<file path="config.mk">
export PLATFORM = sky130hd
export DESIGN_NAME = tx_pcm_fmt
export DESIGN_NICKNAME = d
export VERILOG_FILES = /design/src/rtl/tx_pcm_pkg.sv /design/src/rtl/tx_gain_scale.sv /design/src/rtl/tx_law_enc.sv /design/src/rtl/tx_slot_ser.sv /design/src/rtl/tx_pcm_fmt.sv
export SDC_FILE = /design/constraint.sdc
export NUM_CORES = 1
export LEC_CHECK = 0
export CORE_MARGIN = 8
export CORE_UTILIZATION = 50
export DETAILED_ROUTE_END_ITERATION = 8
export PLACE_DENSITY = 0.67
export REMOVE_ABC_BUFFERS = 1
export SYNTH_ARGS = -nofsm -noshare
export SYNTH_HDL_FRONTEND = slang
export SYNTH_SLANG_ARGS = --single-unit
export TNS_END_PERCENT = 30
</file>
<file path="constraint.sdc">
create_clock -name clk_i -period 1.91 [get_ports clk_i]
set_clock_uncertainty 0.2 [all_clocks]
set_input_delay 0.382 -clock clk_i [delete_from_list [all_inputs] [get_ports clk_i]]
set_output_delay 0.382 -clock clk_i [all_outputs]
set_load 0.05 [all_outputs]
</file>
<file path="src/rtl/tx_pcm_pkg.sv">
package tx_pcm_pkg;
  localparam int SMP_W     = 16;
  localparam int GAIN_W    = 8;
  localparam int FRAC_W    = 12;
  localparam int GAIN_BASE = 1036;
  localparam int GAIN_STEP = 12;
  localparam int BYTE_W    = 8;
  localparam logic [GAIN_W-1:0] STRAP_GAIN_HI = 8'hFF;
  localparam logic [GAIN_W-1:0] STRAP_GAIN_LO = 8'h8F;

  typedef enum logic [1:0] {LAW_MU, LAW_A, LAW_LIN} law_e;
endpackage

</file>
<file path="src/rtl/tx_gain_scale.sv">
module tx_gain_scale
  import tx_pcm_pkg::*;
(
  input  logic [GAIN_W-1:0]       code_i,
  input  logic signed [SMP_W-1:0] smp_i,
  output logic signed [SMP_W-1:0] smp_o
);
  localparam int FACT_W = FRAC_W + 1;
  localparam int PROD_W = SMP_W + FACT_W + 1;

  logic [FACT_W-1:0]        factor;
  logic signed [PROD_W-1:0] smp_x, fac_x, prod;

  always_comb begin
    factor = FACT_W'(GAIN_BASE + GAIN_STEP * int'(code_i));
    smp_x  = PROD_W'(smp_i);
    fac_x  = PROD_W'({1'b0, factor});
    prod   = smp_x * fac_x;
    // factor never exceeds unity, so the result always fits
    smp_o  = (code_i == '0) ? '0 : SMP_W'(prod >>> FRAC_W);
  end
endmodule

</file>
<file path="src/rtl/tx_law_enc.sv">
module tx_law_enc
  import tx_pcm_pkg::*;
(
  input  law_e                    law_i,
  input  logic signed [SMP_W-1:0] smp_i,
  output logic [SMP_W-1:0]        word_o
);
  logic              mu_sign;
  logic [SMP_W-1:0]  mu_mag, mu_biased, mu_shift;
  logic [2:0]        mu_exp;
  logic [BYTE_W-1:0] mu_code;

  always_comb begin
    mu_sign = smp_i[SMP_W-1];
    mu_mag  = mu_sign ? SMP_W'(-smp_i) : SMP_W'(smp_i);
    if (mu_mag > 16'd32635) mu_mag = 16'd32635;
    mu_biased = mu_mag + 16'd132;
    mu_exp = '0;
    for (int i = 0; i < 8; i++)
      if (mu_biased[i+7]) mu_exp = 3'(i);
    mu_shift = mu_biased >> (4'(mu_exp) + 4'd3);
    mu_code  = ~{mu_sign, mu_exp, mu_shift[3:0]};
  end

  logic [12:0]       a_t;
  logic              a_pos;
  logic [11:0]       a_m, a_sh;
  logic [2:0]        a_seg;
  logic [BYTE_W-1:0] a_code;

  always_comb begin
    a_t   = smp_i[SMP_W-1:3];
    a_pos = !a_t[12];
    a_m   = a_pos ? a_t[11:0] : ~a_t[11:0];
    a_seg = '0;
    for (int i = 5; i < 12; i++)
      if (a_m[i]) a_seg = 3'(i - 4);
    a_sh   = (a_seg < 3'd2) ? (a_m >> 1) : (a_m >> a_seg);
    a_code = {a_pos, a_seg, a_sh[3:0]} ^ 8'h55;
  end

  always_comb begin
    unique case (law_i)
      LAW_A:   word_o = {8'h00, a_code};
      LAW_LIN: word_o = smp_i;
      default: word_o = {8'h00, mu_code};
    endcase
  end
endmodule

</file>
<file path="src/rtl/tx_slot_ser.sv">
module tx_slot_ser
  import tx_pcm_pkg::*;
(
  input  logic              clk_i,
  input  logic              rst_ni,
  input  logic              load_i,
  input  logic [SMP_W-1:0]  word_i,
  input  logic              lin_i,
  input  logic              slot_i,
  output logic [SMP_W-1:0]  word_o,
  output logic              lin_o,
  output logic              sel_o,
  output logic [BYTE_W-1:0] pcm_o,
  output logic              pcm_valid_o
);
  logic [SMP_W-1:0] word_q;
  logic             lin_q, sel_q;

  always_ff @(posedge clk_i or negedge rst_ni) begin
    if (!rst_ni) begin
      word_q      <= '0;
      lin_q       <= 1'b0;
      sel_q       <= 1'b0;
      pcm_o       <= '0;
      pcm_valid_o <= 1'b0;
    end else begin
      pcm_valid_o <= slot_i;
      if (slot_i) begin
        pcm_o <= (lin_q && !sel_q) ? word_q[SMP_W-1:BYTE_W] : word_q[BYTE_W-1:0];
        if (lin_q) sel_q <= !sel_q;
      end
      // a new sample always restarts at the high byte
      if (load_i) begin
        word_q <= word_i;
        lin_q  <= lin_i;
        sel_q  <= 1'b0;
      end
    end
  end

  assign word_o = word_q;
  assign lin_o  = lin_q;
  assign sel_o  = sel_q;
endmodule

</file>
<file path="src/rtl/tx_pcm_fmt.sv">
module tx_pcm_fmt
  import tx_pcm_pkg::*;
(
  input  logic              clk_i,
  input  logic              rst_ni,
  input  logic              sample_valid_i,
  input  logic [SMP_W-1:0]  sample_i,
  input  logic              slot_i,
  input  logic              strap_mode_i,
  input  logic [GAIN_W-1:0] cfg_gain_i,
  input  logic              cfg_alaw_i,
  input  logic              cfg_linear_i,
  input  logic              strap_gain_i,
  input  logic              strap_alaw_i,
  output logic [BYTE_W-1:0] pcm_o,
  output logic              pcm_valid_o
);
  logic [GAIN_W-1:0]       eff_gain;
  logic                    eff_alaw, eff_linear;
  law_e                    eff_law;
  logic signed [SMP_W-1:0] scaled;
  logic [SMP_W-1:0]        enc_word, held_word;
  logic                    held_lin, byte_sel;

  always_comb begin
    if (strap_mode_i) begin
      eff_gain   = strap_gain_i ? STRAP_GAIN_HI : STRAP_GAIN_LO;
      eff_alaw   = strap_alaw_i;
      eff_linear = 1'b0;
    end else begin
      eff_gain   = cfg_gain_i;
      eff_alaw   = cfg_alaw_i;
      eff_linear = cfg_linear_i;
    end
    eff_law = eff_linear ? LAW_LIN : (eff_alaw ? LAW_A : LAW_MU);
  end

  tx_gain_scale u_gain (
    .code_i (eff_gain),
    .smp_i  ($signed(sample_i)),
    .smp_o  (scaled)
  );

  tx_law_enc u_enc (
    .law_i  (eff_law),
    .smp_i  (scaled),
    .word_o (enc_word)
  );

  tx_slot_ser u_ser (
    .clk_i       (clk_i),
    .rst_ni      (rst_ni),
    .load_i      (sample_valid_i),
    .word_i      (enc_word),
    .lin_i       (eff_linear),
    .slot_i      (slot_i),
    .word_o      (held_word),
    .lin_o       (held_lin),
    .sel_o       (byte_sel),
    .pcm_o       (pcm_o),
    .pcm_valid_o (pcm_valid_o)
  );
endmodule

</file>
Yosys cells after proc, flatten, opt, wreduce, memory -nomap -nowiden
Index checks and enable logic that the tools add are counted.
{"block": "totals", "ff_bits": 27, "wordCells": 57, "inputBits": 33, "output_inout_bits": 9}
{"block": "classes", "eq_ne": 2, "add_sub_neg": 4, "n_bitwise": 3, "shift": 2, "order_cmp": 2, "muxes": 30, "reduce_logical": 7, "n_mul": 2}
{"cell": "16-bit two-way mux", "count": 3}
{"cell": "16-bit one-hot mux with 2 select lines", "count": 1}
{"cell": "16-bit by 14-bit multiplier with 28-bit output", "count": 1}
{"cell": "3-bit two-way mux", "count": 8}
{"cell": "16-bit by 8-bit adder with 16-bit output, second input constant", "count": 1}
{"cell": "16-bit by 15-bit > comparator with 1-bit output, second input constant", "count": 1}
{"cell": "8-bit two-way mux", "count": 2}
{"cell": "16-bit negator", "count": 1}
{"cell": "16-bit by 4-bit right shift with 4-bit output", "count": 1}
{"cell": "12-bit by 13-bit adder with 13-bit output, first input constant", "count": 1}
{"cell": "12-bit two-way mux", "count": 1}
{"cell": "12-bit NOT", "count": 1}
{"cell": "12-bit by 3-bit right shift with 4-bit output", "count": 1}
{"cell": "2-bit by 8-bit multiplier with 10-bit output, first input constant", "count": 1}
{"cell": "2-bit two-way mux", "count": 5}
{"cell": "8-bit zero test", "count": 1}
{"cell": "1-bit two-way mux", "count": 8}
{"cell": "8-bit NOT", "count": 1}
{"cell": "7-bit two-way mux", "count": 1}
{"cell": "3-bit by 2-bit adder with 4-bit output, second input constant", "count": 1}
{"cell": "4-bit two-way mux", "count": 1}
{"cell": "4-bit NOT", "count": 1}
{"cell": "2-bit nonzero test", "count": 2}
{"cell": "3-bit by 2-bit less-than comparator with 1-bit output, second input constant", "count": 1}
{"cell": "5 further kinds", "count": 6}

Depth between registers and ports, before layout
Gate-level depths: netlist of run 1.
{"block": "logic_depth", "ltp_word": 22, "mapped_depth": 57, "ltp_nobuf": 51}

Modules after synthesis
A second synthesis of run 1 with hierarchy kept.
{"block": "hier_totals", "hier_cells": 1223, "area_unflattened_um2": 10473.8}
{"module": "tx_gain_scale", "area_per_inst_um2": 6896.6, "seq_area_each_um2": 0.0, "cells_per_inst": 793, "n_inst": 1}
{"module": "tx_law_enc", "area_per_inst_um2": 2267.2, "seq_area_each_um2": 0.0, "cells_per_inst": 326, "n_inst": 1}
{"module": "tx_slot_ser", "area_per_inst_um2": 1216.2, "seq_area_each_um2": 675.6, "cells_per_inst": 88, "n_inst": 1}
{"module": "tx_pcm_fmt", "area_per_inst_um2": 93.8, "seq_area_each_um2": 0.0, "cells_per_inst": 16, "n_inst": 1}

Worst setup path before layout of run 1
Ideal clock, no wire load.
{"block": "synth_path", "path_type": "input-to-reg", "startpoint": "input strap_mode_i", "endpoint": "register u_ser.word_q[2] (netlist: u_ser.word_o[2])", "slack_ns": -10.271, "required_ns": 1.626, "cell_stages": 48, "setup_ns": 0.084, "path_buffers": 5, "arrival_ns": 11.897, "path_cell_list": "buf_6 -> clkbuf_1 -> nor2_1 -> inv_1 -> ha_1 -> ha_1 -> nand4b_1 -> a31oi_2 -> o41ai_2 -> xnor2_1 -> nand3_1 -> xnor2_1 -> clkbuf_1 -> nand2_1 -> fa_1 -> inv_1 -> fa_1 -> fa_1 -> (+12 left out) -> a21oi_1 -> or3_1 -> buf_6 -> a31oi_4 -> nand2_1 -> ha_1 -> o311ai_1 -> o41ai_1 -> a32oi_1 -> o31ai_4 -> or2_1 -> buf_6 -> a211oi_4 -> o21ai_4 -> mux2_4 -> mux2i_1 -> nand2_1 -> a41oi_2"}
{"block": "synth_between", "elab_chain_cells": 21, "word_cells_on_any_way": 41, "classes_between": "add/sub (4); mul (2); order compare (2); eq/ne (2); shift (2); mux (25); bitwise (3); reduce/logical (1)"}
{"item": "start, declared", "line": "tx_pcm_fmt.sv:9", "source": "input logic strap_mode_i,"}
{"item": "8-bit two-way mux", "line": "tx_pcm_fmt.sv:26", "source": "if (strap_mode_i) begin"}
{"item": "2-bit by 8-bit multiplier with 10-bit output", "line": "tx_gain_scale.sv:15", "source": "factor = FACT_W'(GAIN_BASE + GAIN_STEP * int'(code_i));"}
{"item": "12-bit by 13-bit adder with 13-bit output", "line": "tx_gain_scale.sv:15"}
{"item": "16-bit by 14-bit multiplier with 28-bit output", "line": "tx_gain_scale.sv:18", "source": "prod = smp_x * fac_x;"}
{"item": "16-bit two-way mux", "line": "tx_gain_scale.sv:20", "source": "smp_o = (code_i == '0) ? '0 : SMP_W'(prod >>> FRAC_W);"}
{"item": "16-bit negator", "line": "tx_law_enc.sv:15", "source": "mu_mag = mu_sign ? SMP_W'(-smp_i) : SMP_W'(smp_i);"}
{"item": "16-bit two-way mux", "line": "tx_law_enc.sv:15"}
{"item": "16-bit by 15-bit > comparator with 1-bit output", "line": "tx_law_enc.sv:16", "source": "if (mu_mag > 16'd32635) mu_mag = 16'd32635;"}
{"item": "16-bit two-way mux", "line": "tx_law_enc.sv:16"}
{"item": "16-bit by 8-bit adder with 16-bit output", "line": "tx_law_enc.sv:17", "source": "mu_biased = mu_mag + 16'd132;"}
{"item": "1-bit two-way mux", "line": "tx_law_enc.sv:20", "source": "if (mu_biased[i+7]) mu_exp = 3'(i);"}
{"item": "2-bit two-way mux (2 in series)", "line": "tx_law_enc.sv:20"}
{"item": "3-bit two-way mux (4 in series)", "line": "tx_law_enc.sv:20"}
{"item": "3-bit by 2-bit adder with 4-bit output", "line": "tx_law_enc.sv:21", "source": "mu_shift = mu_biased >> (4'(mu_exp) + 4'd3);"}
{"item": "16-bit by 4-bit right shift with 4-bit output", "line": "tx_law_enc.sv:21"}
{"item": "8-bit NOT", "line": "tx_law_enc.sv:22", "source": "mu_code = ~{mu_sign, mu_exp, mu_shift[3:0]};"}
{"item": "16-bit one-hot mux with 2 select lines (*)", "line": "tx_law_enc.sv:43", "source": "unique case (law_i)"}
{"item": "end signal, assigned", "line": "tx_slot_ser.sv:34", "source": "word_q <= word_i;"}
{"item": "end, declared", "line": "tx_slot_ser.sv:16", "source": "logic [SMP_W-1:0] word_q;"}
Every way passes the cells marked *; elsewhere a longest branch is shown, timed or not.
A chain may end at the register's enable or synchronous reset.

Worst setup path after layout of run 1
{"block": "layout_path", "startpoint": "input strap_mode_i", "endpoint": "register u_ser.word_q[0] (netlist: u_ser.word_o[0])"}
The elaborated chain is that of the path after synthesis.

==> results.md, run 1 <==
- Slew Viols, Final: 0
- Via density: roughly 5.6
- Status: finished with violations
- Critical path type: input port to register
- Clock latency at the later pin of the worst-skew pair: ~0.26 ns
- Antenna diodes: 0
- Die area: 26620 um^2
- Clock Tree Buf Depth: 2
- Initial antenna violation count: 1
- Largest fanout on the critical path: 7
- FF-to-FF path depth: 4
- Post-synth ARST share: 1.000
- Yosys Warn Count: 0
- Yosys cell types: 105
- Final Worst Setup Slack: -9.511 ns
- Core area: 21550 um^2
- Final #Nets: ~2000
- Post-layout min period: about 11 ns
- Initial drt markers: 838
- Failing checks: negative setup slack
- Pre-Repair DR Iteration Count: 5
- Inst Count DP: approximately 1900
- Root Driver: clkbuf_16
- Final Hold Fails: 0
- CTS Sinks: 27
- Detailed Place HPWL: roughly 25 mm
- Clk slew on worst S/H paths: ~0.070 ns
- Predominant post-synthesis flop cell: dfrtp_1
- FF-to-FF Start: u_ser.sel_o
- CTS H-tree depth: 1
- Congestion Overflow GR: 0
- Final core occ: 0.7462
- RD Place Congestion: roughly 0.93
- CP Launch Point: strap_mode_i
- Setup TNS: -122.01 ns
- Post-route DRC violation count: 0
- CTS buffer count: 3
- Area of the multi-input gates: 10530 um^2
- I/O pins: between 40 and 50
- Worst Setup End Kind: register
- Startpoint type of the worst setup path: input port
- RSZ-0062 raised after global routing: true
- First-pass GRT wire length: approximately 58 mm
- Buf/Inv on CP: 14
- Largest net degree at the start of global routing: 28
- Worst reg2reg endpoint: u_ser.pcm_o[5]
- Flops & latches, synth: 27
- Initial Utilization: 0.5024
- IO buf count: 41
- Layout cells sized above 1: 0.3990
- Cell family with most CP delay: adder cells
- Routed via count: between 10000 and 15000
- Area grow syn2layout: 48.53%
- Die W: 163.2 um
- Fmax: 87.55 MHz
- Worst slew margin: 0.4717
- Fillers: roughly 1500
- Worst Hold Class: input port to asynchronous set/reset pin
- Vias in the first global route: 11740
- Non-Filler Instances: between 2000 and 2500
- Total Routing Usage GR: 0.2636
- Final setup fails: 16
- Syn Inst Count: between 1000 and 1500
- Rows: 54
- Register-to-register setup slack: about 0.4 ns
- Detailed Route WL: around 37 mm
- Sequential fraction of the synthesis area: 0.06240
- Worst Tran Pin Value: between 0.7 and 0.8 ns
- Max incr delay on CP: between 0.5 and 0.6 ns
- Worst path slowest cell: or4_4
- Average routed wire per standard cell: approximately 19 um
- FF/Latch Area: between 600 and 700 um^2
- Antenna Nets Post-Route: 0
- Crit path arrival time: between 10 and 15 ns
- Period Utilization, post-route: 5.980
- Mapped Area: between 10000 and 15000 um^2
- Count of flip-flops with a built-in enable after synthesis: 0
- Syn_area_per_cell: about 8.1 um^2
- Max-Cap Viols: 0
- Die H: ~160 um
- Worst Path Required: between 1.5 and 2 ns
- CTS tree: done
-- layer usage --
layer / track usage / vias to the layer above / share of wire / routed length (um)
met5: 0 / - / 0 / 0
met4: 0.07506 / 0 / 0.038 / 1420
met3: 0.03679 / 109 / 0.061 / 2265
met2: 0.4690 / 407 / 0.51 / 19090
met1: 0.3261 / 5549 / 0.39 / 14390
li1: - / 5176 / - / -
-- state kept, by name, summed over array words and instances, names as in the netlist --
name	flops
u_ser.word_o	16
u_ser.pcm_o	8
u_ser.lin_o	1
u_ser.pcm_valid_o	1
u_ser.sel_o	1
-- cells in the final DEF, fill, tap and decap left out, drive strengths merged, types with 24 or more instances in the layout --
| master | n |
|---|---|
| nor2 | 105 |
| fa | 151 |
| clkdlybuf4s50 | 24 |
| xnor2 | 34 |
| nand3 | 25 |
| ha | 99 |
| nor3 | 28 |
| inv | 230 |
| o21ai | 47 |
| dfrtp | 27 |
| and2 | 53 |
| nand2 | 165 |
| a21oi | 66 |
| buf | 412 |
-- through the flow --
step | hold slack [ns] | worst slack [ns] | instance area, um^2
finish | 0.2835 | -9.511 | 16080
CTS | 0.2943 | -9.036 | 15270
floorplan | -0.1136 | -10.72 | 10540
global placement | 0.3079 | -10.24 | 13700
global route | 0.3180 | -9.834 | 16080
detailed placement | 0.3197 | -10.49 | 13700
-- synth_stat cells, drive strengths merged (3+ instances only) --
cell,n,share of area
fa,151,0.28
xnor2,34,0.028
clkbuf,47,0.016
nor3,28,0.014
xor2,13,0.011
a31oi,12,0.0095
mux2i,17,0.016
o41ai,5,0.0054
a21o,13,0.0090
a211o,3,0.0024
o211ai,9,0.0067
ha,99,0.11
nand3,25,0.012
a221oi,7,0.0084
o31a,4,0.0032
nor4,11,0.0095
mux2,6,0.0069
a22oi,3,0.0021
a22o,3,0.0024
nor2b,5,0.0029
dfrtp,27,0.062
o21ai,46,0.023
or3,12,0.0079
and3,8,0.0051
or4,5,0.0042
nand2b,9,0.0052
a21oi,66,0.032
nor2,105,0.037
a211oi,7,0.0060
nor3b,4,0.0028
a2111oi,3,0.0030
buf,14,0.011
and4,4,0.0035
o22ai,10,0.0058
or2,6,0.0039
o21a,10,0.0070
o31ai,7,0.0070
nand4b,5,0.0040
o41a,3,0.0031
a221o,4,0.0037
nand2,165,0.057
nand4,6,0.0049
and2,53,0.031
inv,230,0.080
-- kinds of logic after synthesis --
family / Yosys count / synth area share
xor+xnor: 47 / 0.03940
simple gates: 457 / 0.2104
compound gates: 241 / 0.1647
mux: 23 / 0.02299
buf+inv: 291 / 0.1065
flops: 27 / 0.06240
fa+ha+maj: 250 / 0.3936
-- layout make-up --
class,instances,share of cell area
clock inverter,1,0.0004668
multi-input combinational,1019,0.6548
sequential,27,0.04201
tap,280,0.02178
inverter,230,0.05368
clock buffer,3,0.004668
timing repair buffer,442,0.2226
-- worst max-delay path by stage --
stage,slack [ns],cells after the start,endpoint
after global placement,-10.24,48,u_ser.word_o[1]
after floorplan,-10.72,42,u_ser.word_o[0]
after detailed placement,-10.49,47,u_ser.word_o[0]
final,-9.51,52,u_ser.word_o[0]
after CTS,-9.04,48,u_ser.word_o[2]
after global routing,-9.83,54,u_ser.word_o[6]
-- timing repair --
item / 4_1_cts / 5_1_grt
buffers inserted: 45 / 31
gates resized for setup: 222 / 127
cloned: 5 / 3
pin swaps: 136 / 99
endpoints found under the setup margin: 16 / 16
hold buffers: 0 / 0
Power of run 1 is not shown: default switching activity piles up to over one toggle a cycle in this logic, so the estimate is an artifact.
==> run 2, diff against run 1 <==
- CTS_BUF_LIST: not set -> sky130_fd_sc_hd__clkbuf_2
==> run 2 against run 1 <==
  * Die area unchanged
  * Non-clock buffer count decreased by 10
  * Final cell count decreased by 0.55%
  * Critical path depth decreased by 1
  * Sequential share of layout area increased by 0.075 points
  * Worst hold slack got worse by 0.16 ns
  * Critical path type unchanged
  * The flow still finishes with violations (negative setup slack)
==> results.md, run 2 (synthesis gave the netlist of run 1 again) <==
- CTS H-tree depth: 1
- FF/Latch Area: slightly below 700 um^2
- Initial drt markers: 726
- I/O pins: 42
- Status: finished with violations
- Antenna Nets Post-Route: 0
- Detailed Place HPWL: 24.91 mm
- Worst Hold Class: input port to asynchronous set/reset pin
- Layout cells sized above 1: 0.3840
- Via density: roughly 5.6
- Clock latency at the later pin of the worst-skew pair: between 0.3 and 0.4 ns
- Initial Utilization: 0.5024
- Max-Cap Viols: 0
- Worst Tran Pin Value: ~0.76 ns
- IO buf count: between 40 and 50
- Routed via count: around 11000
- Largest net degree at the start of global routing: 28
- Pre-Repair DR Iteration Count: 7
- CTS buffer count: 3
- Detailed Route WL: between 30 and 40 mm
- Root Driver: clkbuf_2
- FF-to-FF path depth: 4
- Area grow syn2layout: 45.93%
- Max incr delay on CP: ~0.6 ns
- Most frequent cells in the layout: 369 x buf_4, 218 x inv_1, 150 x nand2_1, 134 x fa_1, 85 x nor2_1
- WL met1: ~14 mm
- Worst path slowest cell: fa_1
- Core area: around 22000 um^2
- CTS tree: done
- Average routed wire per standard cell: 17.83 um
- Vias in the first global route: 11860
- Inst Count DP: roughly 1900
- Slew Viols, Final: 0
- Failing checks: negative setup slack
- Post-layout min period: around 11 ns
- Die W: 163.2 um
- Congestion Overflow GR: 0
- Worst slew margin: 0.4837
- Top Layer Used: met4
- Critical path type: input port to register
- Metal2 WL: approximately 18 mm
- Area of the multi-input gates: approximately 10000 um^2
- Final Worst Setup Slack: -9.084 ns
- Clock Tree Buf Depth: 2
- CTS Sinks: 27
- First-pass GRT wire length: 57.67 mm
- Hold_buf cts: 0
- Non-Filler Instances: approximately 2000
- Largest fanout on the critical path: 8
- Final setup fails: 16
- RSZ-0062 raised after global routing: true
- Period Utilization, post-route: 5.756
- RD Place Congestion: about 0.93
- Commonest non-fill, non-tap cell in the layout: buf_4
- Met3 wire len: about 2 mm
- Crit path arrival time: between 10 and 15 ns
- Fmax: 90.96 MHz
- Final #Nets: roughly 2000
- Startpoint type of the worst setup path: input port
- Worst Path Required: between 2 and 2.5 ns
- Clk slew on worst S/H paths: around 0.27 ns
- Total Routing Usage GR: 0.2627
- Post-route DRC violation count: 0
- Worst Setup End Kind: register
- Initial antenna violation count: 0
- Final Hold Fails: 0
- Die H: about 160 um
- Die area: around 27000 um^2
- Fillers: 1521
- Antenna diodes: 0
- Rows: 54
- Largest register FFs: 16
==> run 2: worst max-delay path, delay by kind of cell <==
kind                       cells  cell delay, ns
adders and majority gates     10            3.39
xor gates and xnor gates       1            0.09
AOI/OAI and AO/OA             19            3.37
buffers and inverters          9            1.27
and+or+nand+nor               12            2.56
==> run 2: timing repair <==
action	4_1_cts	5_1_grt
pin swaps	165	56
setup endpoints to repair	16	16
gates cloned	5	1
setup buffers	43	21
gates resized for setup	243	58
==> run 2: final cells by class <==
cell class,instances,area share
inverter,230,0.05464
clock inverter,1,0.0004751
sequential,27,0.04276
timing repair buffer,432,0.2203
multi-input combinational,1018,0.6587
tap,280,0.02217
clock buffer,3,0.0009502
==> run 2: through the flow <==
step                  util  worst slack, ns  cell area, um^2  TNS [ns]  hold slack (ns)
floorplan                -           -10.72            10540   -134.62          -0.1136
global placement    0.6356           -10.24            13700   -132.87           0.3079
detailed placement  0.6356           -10.49            13700   -135.45           0.3197
CTS                 0.7091           -8.903            15280   -112.18           0.1136
global route        0.7331           -9.420            15800   -120.36           0.1062
finish              0.7331           -9.084            15800   -115.88           0.1243
==> run 2: final timing paths <==
kind | start | endpoint | slack (ns)
worst min register to register | u_ser.pcm_o[4] | u_ser.pcm_o[4] | 0.36
worst min-delay path | rst_ni | u_ser.pcm_o[7] | 0.12
max in group asynchronous | rst_ni | u_ser.word_o[1] | 1.12
worst max-delay path | strap_mode_i | u_ser.word_o[5] | -9.08
worst max register to register | u_ser.sel_o | u_ser.pcm_o[4] | 0.36
min in group clk_i | u_ser.pcm_o[4] | u_ser.pcm_o[4] | 0.36
==> run 2: metal layers <==
layer,GRT usage,up-vias
met1,0.3248,5499
met3,0.03150,119
met4,0.07882,0
met2,0.4696,406
li1,-,5143
met5,0,-
Power of run 2 is left out for the same reason.
